## config.mk

```make
export PLATFORM = sky130hd
export DESIGN_NAME = cfgmem_guard
export DESIGN_NICKNAME = d
export VERILOG_FILES = /design/src/rtl/cfgmem_pkg.sv /design/src/rtl/cfgmem_store.sv /design/src/rtl/cfgmem_sig.sv /design/src/rtl/cfgmem_ctrl.sv /design/src/rtl/cfgmem_guard.sv
export SDC_FILE = /design/constraint.sdc
export NUM_CORES = 1
export LEC_CHECK = 0
export ABC_AREA = 1
export BUFFER_PORTS_ARGS = -buffer_cell sky130_fd_sc_hd__clkbuf_2
export CELL_PAD_IN_SITES_DETAIL_PLACEMENT = 1
export CELL_PAD_IN_SITES_GLOBAL_PLACEMENT = 1
export CORE_MARGIN = 4
export CORE_UTILIZATION = 47
export CTS_CLUSTER_SIZE = 28
export DETAILED_ROUTE_END_ITERATION = 8
export GPL_TIMING_DRIVEN = 0
export PLACE_DENSITY_LB_ADDON = 0.1
export SLEW_MARGIN = 0
export SYNTH_ARGS = -nofsm -noshare
export SYNTH_HDL_FRONTEND = slang
export SYNTH_SLANG_ARGS = --single-unit
```

## constraint.sdc

```tcl
create_clock -name clk -period 2.2 [get_ports clk]
set_input_delay 0.11 -clock clk [delete_from_list [all_inputs] [get_ports clk]]
set_output_delay 0.11 -clock clk [all_outputs]
set_load 0.01 [all_outputs]
```

## src/rtl/cfgmem_pkg.sv

```systemverilog
package cfgmem_pkg;
   typedef enum logic [2:0] {
      OP_WIPE   = 3'd0,
      OP_PROG   = 3'd1,
      OP_VERIFY = 3'd2,
      OP_LOCK   = 3'd3,
      OP_SIGWR  = 3'd4,
      OP_SIGRD  = 3'd5
   } cmd_op_e;
endpackage

```

## src/rtl/cfgmem_store.sv

```systemverilog
module cfgmem_store #(
   parameter int ADDR_W = 4,
   parameter int DATA_W = 16
) (
   input  logic              clk,
   input  logic              rst_n,
   input  logic              clr,
   input  logic              we,
   input  logic [ADDR_W-1:0] addr,
   input  logic [DATA_W-1:0] wdata,
   output logic [DATA_W-1:0] rdata
);
   localparam int DEPTH = 1 << ADDR_W;

   logic [DATA_W-1:0] mem [DEPTH];

   initial begin : p_param_chk
      assert (ADDR_W >= 1 && DATA_W >= 1) else $error("cfgmem_store: bad widths");
   end

   for (genvar w = 0; w < DEPTH; w++) begin : g_word
      always_ff @(posedge clk or negedge rst_n) begin
         if (!rst_n)
            mem[w] <= '0;
         else if (clr)
            mem[w] <= '0;
         else if (we && addr == ADDR_W'(w))
            mem[w] <= mem[w] | wdata;
      end

      // without a wipe, a set bit never falls back
      a_r3_bits_only_rise: assert property (@(posedge clk) disable iff (!rst_n)
         !clr |=> ((mem[w] & $past(mem[w])) == $past(mem[w])));

      // a wipe leaves the word at zero
      a_r4_word_cleared: assert property (@(posedge clk) disable iff (!rst_n)
         clr |=> (mem[w] == '0));
   end

   assign rdata = mem[addr];
endmodule

```

## src/rtl/cfgmem_sig.sv

```systemverilog
module cfgmem_sig #(
   parameter int SIG_W  = 64,
   parameter int DATA_W = 16,
   parameter int SEL_W  = 2
) (
   input  logic              clk,
   input  logic              rst_n,
   input  logic              clr,
   input  logic              we,
   input  logic [SEL_W-1:0]  sel,
   input  logic [DATA_W-1:0] wdata,
   output logic [DATA_W-1:0] part_q
);
   localparam int PARTS = SIG_W / DATA_W;

   logic [DATA_W-1:0] part [PARTS];

   initial begin : p_param_chk
      assert (SIG_W % DATA_W == 0) else $error("cfgmem_sig: SIG_W not a multiple of DATA_W");
      assert ((1 << SEL_W) >= PARTS) else $error("cfgmem_sig: SEL_W too narrow");
   end

   for (genvar k = 0; k < PARTS; k++) begin : g_part
      always_ff @(posedge clk or negedge rst_n) begin
         if (!rst_n)
            part[k] <= '0;
         else if (clr)
            part[k] <= '0;
         else if (we && sel == SEL_W'(k))
            part[k] <= wdata;
      end

      // wipe also clears every signature slice
      a_r4_sig_cleared: assert property (@(posedge clk) disable iff (!rst_n)
         clr |=> (part[k] == '0));
   end

   always_comb begin
      part_q = '0;
      for (int k = 0; k < PARTS; k++)
         if (sel == SEL_W'(k)) part_q = part[k];
   end
endmodule

```

## src/rtl/cfgmem_ctrl.sv

```systemverilog
module cfgmem_ctrl
   import cfgmem_pkg::*;
#(
   parameter int ADDR_W    = 4,
   parameter int DATA_W    = 16,
   parameter int SIG_W     = 64,
   parameter int ERASE_CYC = 8
) (
   input  logic              clk,
   input  logic              rst_n,
   input  logic              cmd_valid,
   output logic              cmd_ready,
   input  logic [2:0]        cmd_op,
   input  logic [ADDR_W-1:0] cmd_addr,
   input  logic              cmd_lock,
   input  logic [DATA_W-1:0] arr_rdata,
   input  logic [DATA_W-1:0] sig_rdata,
   output logic              clr,
   output logic              prog_we,
   output logic              sig_we,
   output logic              rsp_valid,
   output logic              rsp_err,
   output logic [DATA_W-1:0] rsp_rdata,
   output logic              busy,
   output logic              locked
);
   localparam int PARTS = SIG_W / DATA_W;
   localparam int CNT_W = $clog2(ERASE_CYC + 1);

   initial begin : p_param_chk
      assert (ERASE_CYC >= 1) else $error("cfgmem_ctrl: ERASE_CYC must be at least 1");
      assert (PARTS <= (1 << ADDR_W)) else $error("cfgmem_ctrl: signature slices exceed address space");
   end

   logic             acc;
   logic             err_c;
   logic             set_lock_c;
   logic             sig_in_rng;
   logic [DATA_W-1:0] rd_c;
   logic [CNT_W-1:0] cnt;
   cmd_op_e          op;

   assign op         = cmd_op_e'(cmd_op);
   assign cmd_ready  = !busy;
   assign acc        = cmd_valid && !busy;
   assign sig_in_rng = (32'(cmd_addr) < PARTS);

   always_comb begin
      err_c      = 1'b0;
      rd_c       = '0;
      set_lock_c = 1'b0;
      prog_we    = 1'b0;
      sig_we     = 1'b0;
      clr        = 1'b0;
      if (acc) begin
         case (cmd_op)
            3'd0: clr = 1'b1;
            3'd1: begin
               if (locked) err_c = 1'b1;
               else begin
                  prog_we    = 1'b1;
                  set_lock_c = cmd_lock;
               end
            end
            3'd2: begin
               if (locked) err_c = 1'b1;
               else rd_c = arr_rdata;
            end
            3'd3: set_lock_c = 1'b1;
            3'd4: begin
               if (locked || !sig_in_rng) err_c = 1'b1;
               else sig_we = 1'b1;
            end
            3'd5: begin
               if (!sig_in_rng) err_c = 1'b1;
               else rd_c = sig_rdata;
            end
            default: err_c = 1'b1;
         endcase
      end
   end

   always_ff @(posedge clk or negedge rst_n) begin
      if (!rst_n) begin
         busy <= 1'b0;
         cnt  <= '0;
      end else if (clr) begin
         busy <= 1'b1;
         cnt  <= CNT_W'(ERASE_CYC - 1);
      end else if (busy) begin
         if (cnt == '0) busy <= 1'b0;
         else cnt <= cnt - 1'b1;
      end
   end

   always_ff @(posedge clk or negedge rst_n) begin
      if (!rst_n)
         locked <= 1'b0;
      else if (clr)
         locked <= 1'b0;
      else if (set_lock_c)
         locked <= 1'b1;
   end

   always_ff @(posedge clk or negedge rst_n) begin
      if (!rst_n) begin
         rsp_valid <= 1'b0;
         rsp_err   <= 1'b0;
         rsp_rdata <= '0;
      end else begin
         rsp_valid <= 1'b0;
         if (acc && !clr) begin
            rsp_valid <= 1'b1;
            rsp_err   <= err_c;
            rsp_rdata <= rd_c;
         end else if (busy && cnt == '0) begin
            rsp_valid <= 1'b1;
            rsp_err   <= 1'b0;
            rsp_rdata <= '0;
         end
      end
   end

   // a sealed verify answers with an error and no data
   a_r6_verify_refused: assert property (@(posedge clk) disable iff (!rst_n)
      (acc && op == OP_VERIFY && locked) |=> (rsp_valid && rsp_err && rsp_rdata == '0));

   // the lock only drops through a wipe
   a_r9_lock_sticky: assert property (@(posedge clk) disable iff (!rst_n)
      (locked && !(acc && op == OP_WIPE)) |=> locked);

   // accepting a wipe starts the busy window and unlocks
   a_r4_wipe_busy: assert property (@(posedge clk) disable iff (!rst_n)
      (acc && op == OP_WIPE) |=> (busy && !locked));

   // no response is given while a wipe is still running
   a_r2_rsp_not_busy: assert property (@(posedge clk) disable iff (!rst_n)
      rsp_valid |-> !busy);

   // an in-range signature read is served even when sealed
   a_r7_sig_read_open: assert property (@(posedge clk) disable iff (!rst_n)
      (acc && op == OP_SIGRD && sig_in_rng) |=> (rsp_valid && !rsp_err));
endmodule

```

## src/rtl/cfgmem_guard.sv

```systemverilog
module cfgmem_guard #(
   parameter int ADDR_W    = 4,
   parameter int DATA_W    = 16,
   parameter int SIG_W     = 64,
   parameter int ERASE_CYC = 8
) (
   input  logic              clk,
   input  logic              rst_n,
   input  logic              cmd_valid,
   output logic              cmd_ready,
   input  logic [2:0]        cmd_op,
   input  logic [ADDR_W-1:0] cmd_addr,
   input  logic [DATA_W-1:0] cmd_wdata,
   input  logic              cmd_lock,
   output logic              rsp_valid,
   output logic              rsp_err,
   output logic [DATA_W-1:0] rsp_rdata,
   output logic              busy,
   output logic              locked
);
   localparam int PARTS = SIG_W / DATA_W;
   localparam int SEL_W = (PARTS > 1) ? $clog2(PARTS) : 1;

   logic              clr;
   logic              prog_we;
   logic              sig_we;
   logic [DATA_W-1:0] arr_rdata;
   logic [DATA_W-1:0] sig_rdata;

   cfgmem_ctrl #(
      .ADDR_W(ADDR_W), .DATA_W(DATA_W), .SIG_W(SIG_W), .ERASE_CYC(ERASE_CYC)
   ) u_ctrl (
      .clk(clk), .rst_n(rst_n),
      .cmd_valid(cmd_valid), .cmd_ready(cmd_ready), .cmd_op(cmd_op),
      .cmd_addr(cmd_addr), .cmd_lock(cmd_lock),
      .arr_rdata(arr_rdata), .sig_rdata(sig_rdata),
      .clr(clr), .prog_we(prog_we), .sig_we(sig_we),
      .rsp_valid(rsp_valid), .rsp_err(rsp_err), .rsp_rdata(rsp_rdata),
      .busy(busy), .locked(locked)
   );

   cfgmem_store #(.ADDR_W(ADDR_W), .DATA_W(DATA_W)) u_store (
      .clk(clk), .rst_n(rst_n), .clr(clr), .we(prog_we),
      .addr(cmd_addr), .wdata(cmd_wdata), .rdata(arr_rdata)
   );

   cfgmem_sig #(.SIG_W(SIG_W), .DATA_W(DATA_W), .SEL_W(SEL_W)) u_sig (
      .clk(clk), .rst_n(rst_n), .clr(clr), .we(sig_we),
      .sel(cmd_addr[SEL_W-1:0]), .wdata(cmd_wdata), .part_q(sig_rdata)
   );
endmodule

```

==> results.md, run 1 <==
- Status: completed
- Die Span Y: 201 um
- Final net count: 2,402
- Num rows: 70
- Min Tclk post-route: 2.07 ns
- Inst Count DP: 2,785
- P_leak: 9.55 nW
- Routed len/inst: 21.4 um
- Root buffer cell: clkbuf_16
- Buf+Inv Stages, Crit Path: 3
- Clock skew: 0.0197 ns
- IO buf count: 30
- Top cells by area, synth: dfrtp_1, nand2_1, a21oi_2, inv_1, a21oi_1
- Final wirelength: 61.5 mm
- RSZ-0062 raised after global routing: false
- P&R area growth vs syn: 13.1%
- Worst Hold Margin: 0.0296 ns
- Syn Area/Cell: 7.64 sq um
- Largest net degree at the start of global routing: 110
- Post-layout util: 53.9%
- # fillers: 4,590
- Syn_nets: 2,312
- H-tree depth: 2
- Post-route insts no fill: 2,868
- Clk_lat worst skew: 0.57 ns
- Crit-path cells: inv_2, nand2_2, nor2_4, clkbuf_1, buf_2, a21oi_1
- Effective utilization at floorplan: 47.6%
- HP Class: in2async
- Synth warn: 0
- Sum Neg Setup Slack: 0 ns
- Worst-case vdd ir drop: 0.628 mV
- Setup CP Type: reg2reg
- CTS tree: yes
- DR DRC count: 0
- Crit-path slowest cell: clkbuf_1
- Crit Path Max Fanout: 10
- Routability cong.: 0.925
- Worst slew margin: 37.7%
- Die area: 0.0403 sq mm
- Overall Power: 21.1 mW
- Initial antenna violation count: 0
- Seq/Total Area, Yosys: 49.4%
- Yosys cell types: 30
- Max Freq: 483 MHz
- Fin crit share: 94.1%
- Worst-Margin Slew: 0.935 ns
- Gr usage total: 30.5%
- Area after DPL: 0.0183 sq mm
- Avg Vias per Cell: 5.44
- Final HPWL DP: 43.2 mm
- Die extent in x: 201 um
- CP Launch Type: register
- Reg clk slew, reported paths: 0.06 ns
- Place WS: -0.223 ns
- Final ANT Viol Nets: 0
- Synthesis-stage register bit count: 344
- Clk sinks: 344
- I/O pins: 48
- Inserted Clock Buffers: 40
- Final setup violation count: 0
- First-pass DRT Iterations: 5
- CTS max path bufs: 3
- Endpoint class of the critical path: register
- Crit path arrival time: 2.49 ns
- Ant diodes: 0
- Crit path from: u_ctrl.busy
- Largest area contributor in the netlist: dfrtp_1
- Worst path required time: 2.63 ns
- Cell family with most CP delay: buffers and inverters
- Cell Area, Synth: 0.0174 sq mm
- PD cells: 1070 mW/mm^2
- GR Overflow Total: 0
- Top cell type's share of synthesized area: 49.4%
- Final max-slew violation count: 0
- Core ar.: 0.0366 sq mm
- Vias in the first global route: 16,600
- Syn Inst Count: 2,284
- Most frequent cells in the layout: nand2_1, dfrtp_1, inv_1
- Maxcap violations: 0
- Routed via count: 15,600
- First-pass GRT wire length: 95.7 mm
- Final hold violation count: 0
- Origin of the critical flop-to-flop path: u_ctrl.busy
- Post-layout instance area: 0.0197 sq mm
- Initial DRC count: 927
- Share of cells above drive strength 1: 14.4%
- Largest stage delay, worst path: 0.46 ns
- Commonest non-fill, non-tap cell in the layout: nand2_1
- Final Worst Setup Slack: 0.131 ns
-- report_power, final --
part / internal, mW / total [mW] / switching [mW]
logic: 1.88 / 4.99 / 3.11
clock network: 3.93 / 6.67 / 2.74
registers: 8.35 / 9.44 / 1.10
-- Yosys cell counts (all sizes together) --
master / instances
nor4: 2
clkbuf: 56
o31ai: 2
o211ai: 1
clkinv: 2
ha: 1
dfrtp: 344
inv: 286
nor3: 4
o22ai: 24
buf: 89
nand3: 7
a21oi: 260
o221ai: 2
o21ai: 134
nand2: 1028
nor2: 42
-- kinds of logic (layout without fill, tap and decap cells) --
logic type	after synthesis	in the layout	synth area share [%]
AO/OA/AOI/OAI	423	423	15.3
adder cells (fa/ha/maj)	1	1	0.0717
buffers and inverters	433	549	10.7
flip-flops	344	344	49.4
AND/OR/NAND/NOR	1083	1083	24.5
-- registers in the layout, indices dropped and copies added, names as in the netlist --
register          flops
u_ctrl.locked         1
u_ctrl.cnt            4
u_sig.part           64
u_ctrl.rsp_valid      1
u_ctrl.rsp_rdata     16
u_store.mem         256
u_ctrl.busy           1
u_ctrl.rsp_err        1
-- final timing paths --
check | to | slack, ns | depth (start not counted)
max reg2reg | u_store.mem[52] | 0.13 | 6
max in group asynchronous | u_store.mem[151] | 1.21 | 3
max | u_store.mem[52] | 0.13 | 6
min reg2reg | u_sig.part[33] | 0.48 | 2
min | u_sig.part[52] | 0.03 | 2
min in group clk | u_store.mem[226] | 0.03 | 3
-- worst reg2reg max path: cells and delay by family, from the launching register on --
kind            cells  cell delay (ns)
buf+inv             3             1.01
compound gates      1             0.09
simple gates        2             0.43
flops               1             0.40
-- per-layer routing --
metal / vias up / global-route usage (%) / share of wire (%)
li1: 7157 / - / -
met1: 7877 / 40.9 / 43
met2: 432 / 49.3 / 47
met3: 126 / 5.74 / 5.9
met4: 0 / 12.0 / 4.0
met5: - / 0 / 0
-- what timing repair did --
| item | CTS | global route |
|---|---|---|
| setup endpoints to repair | 126 | 99 |
| resized for setup | 1 | 2 |
| buffers inserted | 0 | 1 |
| hold buffers | 14 | 0 |
| hold endpoints to repair | 436 | 0 |
| pin swaps | 1 | 1 |
-- layout make-up --
class / instances / area, sq um / area share, %
Timing Repair Buffer: 48 / 402 / 2.04
Inverter: 288 / 1080 / 5.48
Clock inverter: 13 / 150 / 0.761
Buffer: 145 / 790 / 4.00
Multi-Input combinational cell: 1507 / 6980 / 35.4
Sequential cell: 344 / 8610 / 43.7
Tap cell: 468 / 586 / 2.97
Clock buffer: 55 / 1130 / 5.72
Note: power is estimated with default switching activity, not from simulation.
==> run 2: changes to the inputs <==
CORE_MARGIN = 1.5   (was 4)
HOLD_SLACK_MARGIN = 0.05   (was not set)
==> results.md, run 2 (same netlist as run 1, synthesis figures left out) <==
- Max Freq: 480 MHz
- Hold Path Cell Cnt: 6
- Worst Hold Margin: 0.0656 ns
- Ant diodes: 0
- Largest regs: u_store.mem: 256 flops, u_sig.part: 64 flops, u_ctrl.rsp_rdata: 16 flops
- Worst path required time: 2.66 ns
- Largest reg by FF count: u_store.mem
- Clk sinks: 344
- Fin crit share: 94.7%
- Routed len/inst: 20.9 um
- First-pass GRT wire length: 93.9 mm
- Worst-case vdd ir drop: 0.558 mV
- H-tree depth: 2
- Internal: 14.1 mW
- Initial DRC count: 978
- P_leak: 9.55 nW
- Die area: 0.0383 sq mm
- Endpoint class of the critical path: register
- HP Class: in2reg
- Final wirelength: 59.9 mm
- Final max-slew violation count: 0
- Part of the power in registers: 44.8%
- Post-route insts no fill: 2,866
- Min Tclk post-route: 2.08 ns
- Reg clk slew, reported paths: 0.06 ns
- Place WS: -0.205 ns
- Sum Neg Setup Slack: 0 ns
- Hold wc startpoint: cmd_op[1]
- First-pass DRT Iterations: 5
- Status: completed
- Crit Path Max Fanout: 10
- Setup CP Type: reg2reg
- Area after DPL: 0.0183 sq mm
- GR Overflow Total: 0
- Avg Vias per Cell: 5.38
- DR DRC count: 0
- Clock skew: 0.0177 ns
- Root buffer cell: clkbuf_16
- Die Span Y: 196 um
- Inst Count DP: 2,785
- Routed via count: 15,400
- I/O pins: 48
- CTS tree: yes
- Switch Pwr: 6.93 mW
- P&R area growth vs syn: 13.2%
- Final ANT Viol Nets: 0
- Final setup violation count: 0
- RSZ-0062 raised after global routing: false
- Overall Power: 21.1 mW
- Worst reg-to-reg path cell count: 8
- Maxcap violations: 0
- Largest net degree at the start of global routing: 107
- Clock power frac: 31.4%
- CTS max path bufs: 3
- Vias in the first global route: 16,500
- IO buf count: 30
- Commonest non-fill, non-tap cell in the layout: nand2_1
- Sw Share: 32.9%
- Final HPWL DP: 42.9 mm
- Comb pwr share: 23.8%
- Worst-Margin Slew: 0.869 ns
- Origin of the critical flop-to-flop path: u_ctrl.busy
- Core ar.: 0.0366 sq mm
- Initial antenna violation count: 0
- Routability cong.: 0.929
- Final Worst Setup Slack: 0.117 ns
- Clk_lat worst skew: 0.57 ns
- Share of cells above drive strength 1: 14.2%
- Hold Path End: u_ctrl.rsp_rdata[3]
- Post-layout util: 53.9%
- Final net count: 2,408
- Die extent in x: 196 um
- R2R setup slack: 0.12 ns
- Post-layout instance area: 0.0197 sq mm
- Effective utilization at floorplan: 47.6%
- Worst reg2reg endpoint: u_store.mem[238]
- PD cells: 1070 mW/mm^2
- Final hold violation count: 0
- Most frequent cells in the layout: nand2_1, dfrtp_1, inv_1
- Crit path arrival time: 2.55 ns
- Setup repair bufs after CTS: 0
- CP Launch Type: register
- Num rows: 70
- Inserted Clock Buffers: 40
- Gr usage total: 32.3%
- Number of flip-flops under the largest register name: 256
- Worst slew margin: 42.1%
-- run 2: cell count changes in the layout (fill, tap and decap cells not counted), sizes merged --
cell	delta
dlygate4sd3	+7
clkbuf	-4
clkinvlp	-1
clkinv	-3
buf	-1
-- run 2: layout make-up --
class	instances	area (sq um)
clock inverters	9	128
multi-input cells	1507	6980
repair buffers	54	452
fillers	4590	16900
inverters	288	1080
flip-flops and latches	344	8610
clock buffers	51	1120
well taps	468	586
plain buffers	145	790
-- run 2: power by group through the flow --
stage / clock (mW) / combinational, mW / sequential (mW)
4_1_cts: 6.70 / 5.03 / 9.41
2_1_floorplan: 0 / 3.49 / 9.21
3_5_place_dp: 0 / 4.93 / 9.49
6_report: 6.62 / 5.02 / 9.43
3_3_place_gp: 0 / 4.65 / 9.38
5_1_grt: 6.87 / 5.68 / 9.63
-- run 2: per-layer routing --
metal  share of wire, %  track usage (%)
met1                 45             43.4
met5                  0                0
met4                3.7             12.8
met2                 47             53.6
met3                4.1             3.71
-- run 2: what timing repair did --
| action | CTS | global route |
|---|---|---|
| hold endpoints to repair | 268 | 0 |
| setup endpoints to repair | 219 | 163 |
| resized for setup | 1 | 2 |
| pin swaps | 0 | 1 |
| hold buffers | 21 | 0 |
-- run 2: worst max-delay path by stage --
stage | from | endpoint
floorplan | u_ctrl.busy | u_store.mem[21]
global placement | rst_n | u_store.mem[26]
detailed placement | cmd_addr[1] | u_ctrl.rsp_rdata[9]
CTS | u_ctrl.busy | u_store.mem[57]
global route | u_ctrl.busy | u_store.mem[254]
finish | u_ctrl.busy | u_store.mem[238]
-- run 2: worst max-delay path, cell delays in order, from the launching register on --
cell	delay [ns]
dfrtp_1	0.40
inv_2	0.10
nand2_2	0.15
nor3_4	0.41
nand2_4	0.21
nor2_4	0.30
buf_6	0.20
nand2_1	0.06
a21oi_1	0.14
==> run 3: changes to the inputs <==
CORE_UTILIZATION = 46   (was 47)
SYNTH_HIERARCHICAL = 1   (was not set)
==> results.md, run 3 <==
- Worst reg-to-reg path cell count: 9
- Initial antenna violation count: 0
- Ys flop type: dfrtp_1
- GR Overflow Total: 0
- Share of cells above drive strength 1: 11.6%
- Routability cong.: 0.933
- Place WS: -1.06 ns
- Hold wc startpoint: cmd_valid
- Vias in the first global route: 17,300
- Gr usage total: 35.9%
- Top cell type's share of synthesized area: 50.8%
- HP Class: in2reg
- Commonest non-fill, non-tap cell in the layout: nand2_1
- Crit Path Max Fanout: 10
- EDFF count, synth: 0
- P_leak: 10.7 nW
- Cell Area, Synth: 0.0169 sq mm
- Worst path required time: 2.67 ns
- Commonest cells in the netlist: nand2_1, dfrtp_1, a21oi_1
- Final wirelength: 66.7 mm
- Largest net degree at the start of global routing: 108
- Avg Vias per Cell: 5.53
- Num rows: 70
- Final hold violation count: 0
- Clock skew: 0.0151 ns
- PD cells: 847 mW/mm^2
- Final Worst Setup Slack: 0.00759 ns
- Syn Inst Count: 2,334
- Routed len/inst: 22.5 um
- Worst-case vdd ir drop: 0.649 mV
- Max Freq: 456 MHz
- Clk_lat worst skew: 0.57 ns
- Sequential Area: 0.00861 sq mm
- Final max-slew violation count: 0
- Ant diodes: 0
- Status: completed
- R2R setup slack: 0.09 ns
- Largest reg by FF count: u_store/mem
- IO buf count: 47
- Core ar.: 0.0364 sq mm
- Die extent in x: 195 um
- Endpoint class of the critical path: register
- Top cells by area, synth: dfrtp_1, nand2_1, a21oi_1, nor2_1, inv_1
- Final ANT Viol Nets: 0
- Multi-input logic area: 0.00711 sq mm
- Routed via count: 16,400
- Clk sinks: 344
- Worst Hold Margin: 0.0434 ns
- Largest area contributor in the netlist: dfrtp_1
- Syn_nets: 2,362
- Worst slew margin: 18.8%
- First-pass DRT Iterations: 5
- Share of flip-flops with an asynchronous set or reset: 100%
- Number of flip-flops under the largest register name: 256
- Largest regs: u_store/mem: 256 flops, u_sig/part: 64 flops, u_ctrl/rsp_rdata: 16 flops
- Most frequent cell after synthesis: nand2_1
- Setup CP Type: in2reg
- Syn Area/Cell: 7.26 sq um
- Worst reg2reg endpoint: u_store/mem[125]
- Final net count: 2,495
- Fin crit share: 99.7%
- Root buffer cell: clkbuf_16
- H-tree depth: 2
- CTS tree: yes
- Effective utilization at floorplan: 46.5%
- Seq/Total Area, Yosys: 50.8%
- Reg clk slew, reported paths: 0.06 ns
- Synth warn: 6
- Hold Path Cell Cnt: 5
- Most frequent cells in the layout: nand2_1, dfrtp_1, a21oi_1
- I/O pins: 48
- Initial DRC count: 1,281
- DR DRC count: 0
- Min Tclk post-route: 2.19 ns
- Crit path arrival time: 2.66 ns
- Die area: 0.0380 sq mm
- Yosys cell types: 30
- First-pass GRT wire length: 103 mm
- # fillers: 4,644
- Inserted Clock Buffers: 40
- P&R area growth vs syn: 17.2%
- CP Launch Type: primary input
- Die Span Y: 195 um
- Worst-Margin Slew: 1.22 ns
- Hold Path End: u_ctrl/rsp_valid
- Final HPWL DP: 45.5 mm
- Maxcap violations: 0
- CTS max path bufs: 3
- Synthesis-stage register bit count: 344
- Origin of the critical flop-to-flop path: u_ctrl/busy
- Final setup violation count: 0
==> run 3: cell count changes in the layout (fill, tap and decap cells not counted), sizes merged, moves of 3 or more <==
| cell | before | now |
|---|---|---|
| o22ai | 24 | 0 |
| inv | 288 | 189 |
| a21oi | 260 | 257 |
| buf | 92 | 114 |
| nand2 | 1028 | 1017 |
| o21ai | 134 | 19 |
| nor2 | 42 | 207 |
| nand4 | 0 | 17 |
| nand3 | 7 | 125 |
| clkbuf | 137 | 173 |
==> run 3: how the worst max path moves through the flow <==
stage	start	endpoint	depth (start not counted)
global placement	rst_n	u_store/mem[46]	1
floorplan	u_ctrl/busy	u_sig/part[10]	10
CTS	u_ctrl/busy	u_store/mem[222]	10
global route	u_ctrl/busy	u_store/mem[185]	9
finish	cmd_wdata[13]	u_store/mem[125]	6
detailed placement	u_ctrl/busy	u_store/mem[108]	8
==> run 3: worst max-delay path, stage by stage <==
cell	delay [ns]
dlygate4sd3_1	0.52
clkbuf_2	0.14
clkbuf_1	0.62
clkbuf_1	0.88
nand2_1	0.17
a21oi_1	0.21
==> run 3: cell type report <==
cell class / count / share of cell area [%]
Buffer: 153 / 3.91
Clock buffer: 61 / 6.15
Clock inverter: 11 / 0.718
Inverter: 187 / 3.61
Multi-Input combinational cell: 1649 / 35.8
Sequential cell: 344 / 43.3
Tap cell: 468 / 2.95
Timing Repair Buffer: 92 / 3.53
==> run 3: metrics by stage <==
stage          instances  util, %  cell area [sq um]  TNS [ns]  total power, mW
2_1_floorplan       2334        -              16900         0             8.82
3_3_place_gp        2849     48.8              17800  -2509.49             9.69
3_5_place_dp        2852     49.0              17900   -220.54             9.84
4_1_cts             2955     54.2              19700    -0.332             16.9
5_1_grt             2965     54.5              19900  -0.00806             17.5
6_report            2965     54.5              19900         0             16.8
==> run 3: routing by layer <==
| metal | track usage [%] | share of wire, % | vias to the layer above |
|---|---|---|---|
| met1 | 47.3 | 42 | 8238 |
| li1 | - | - | 7466 |
| met3 | 5.08 | 6.3 | 159 |
| met2 | 58.1 | 47 | 526 |
| met5 | 0 | 0 | - |
| met4 | 17.7 | 5.2 | 0 |
==> run 3: cells by family after synthesis <==
logic type | count (synthesis) | share of synthesized area [%]
buf+inv | 341 | 8.50
simple gates | 1368 | 32.1
fa+ha+maj | 1 | 0.0738
flops | 344 | 50.8
xor+xnor | 1 | 0.0517
compound gates | 279 | 8.48
==> run 3: what timing repair did <==
action | in CTS | in global routing
hold buffers | 19 | 0
resized for setup | 64 | 25
endpoints found under the hold margin | 221 | 0
buffers inserted | 12 | 11
pin swaps | 10 | 7
setup endpoints to repair | 320 | 223
==> run 3: power by group <==
part	switching, mW	leakage [nW]	internal (mW)
clock	2.77	0.668	4.18
sequential	0.415	4.73	6.96
combinational	1.73	5.33	0.766
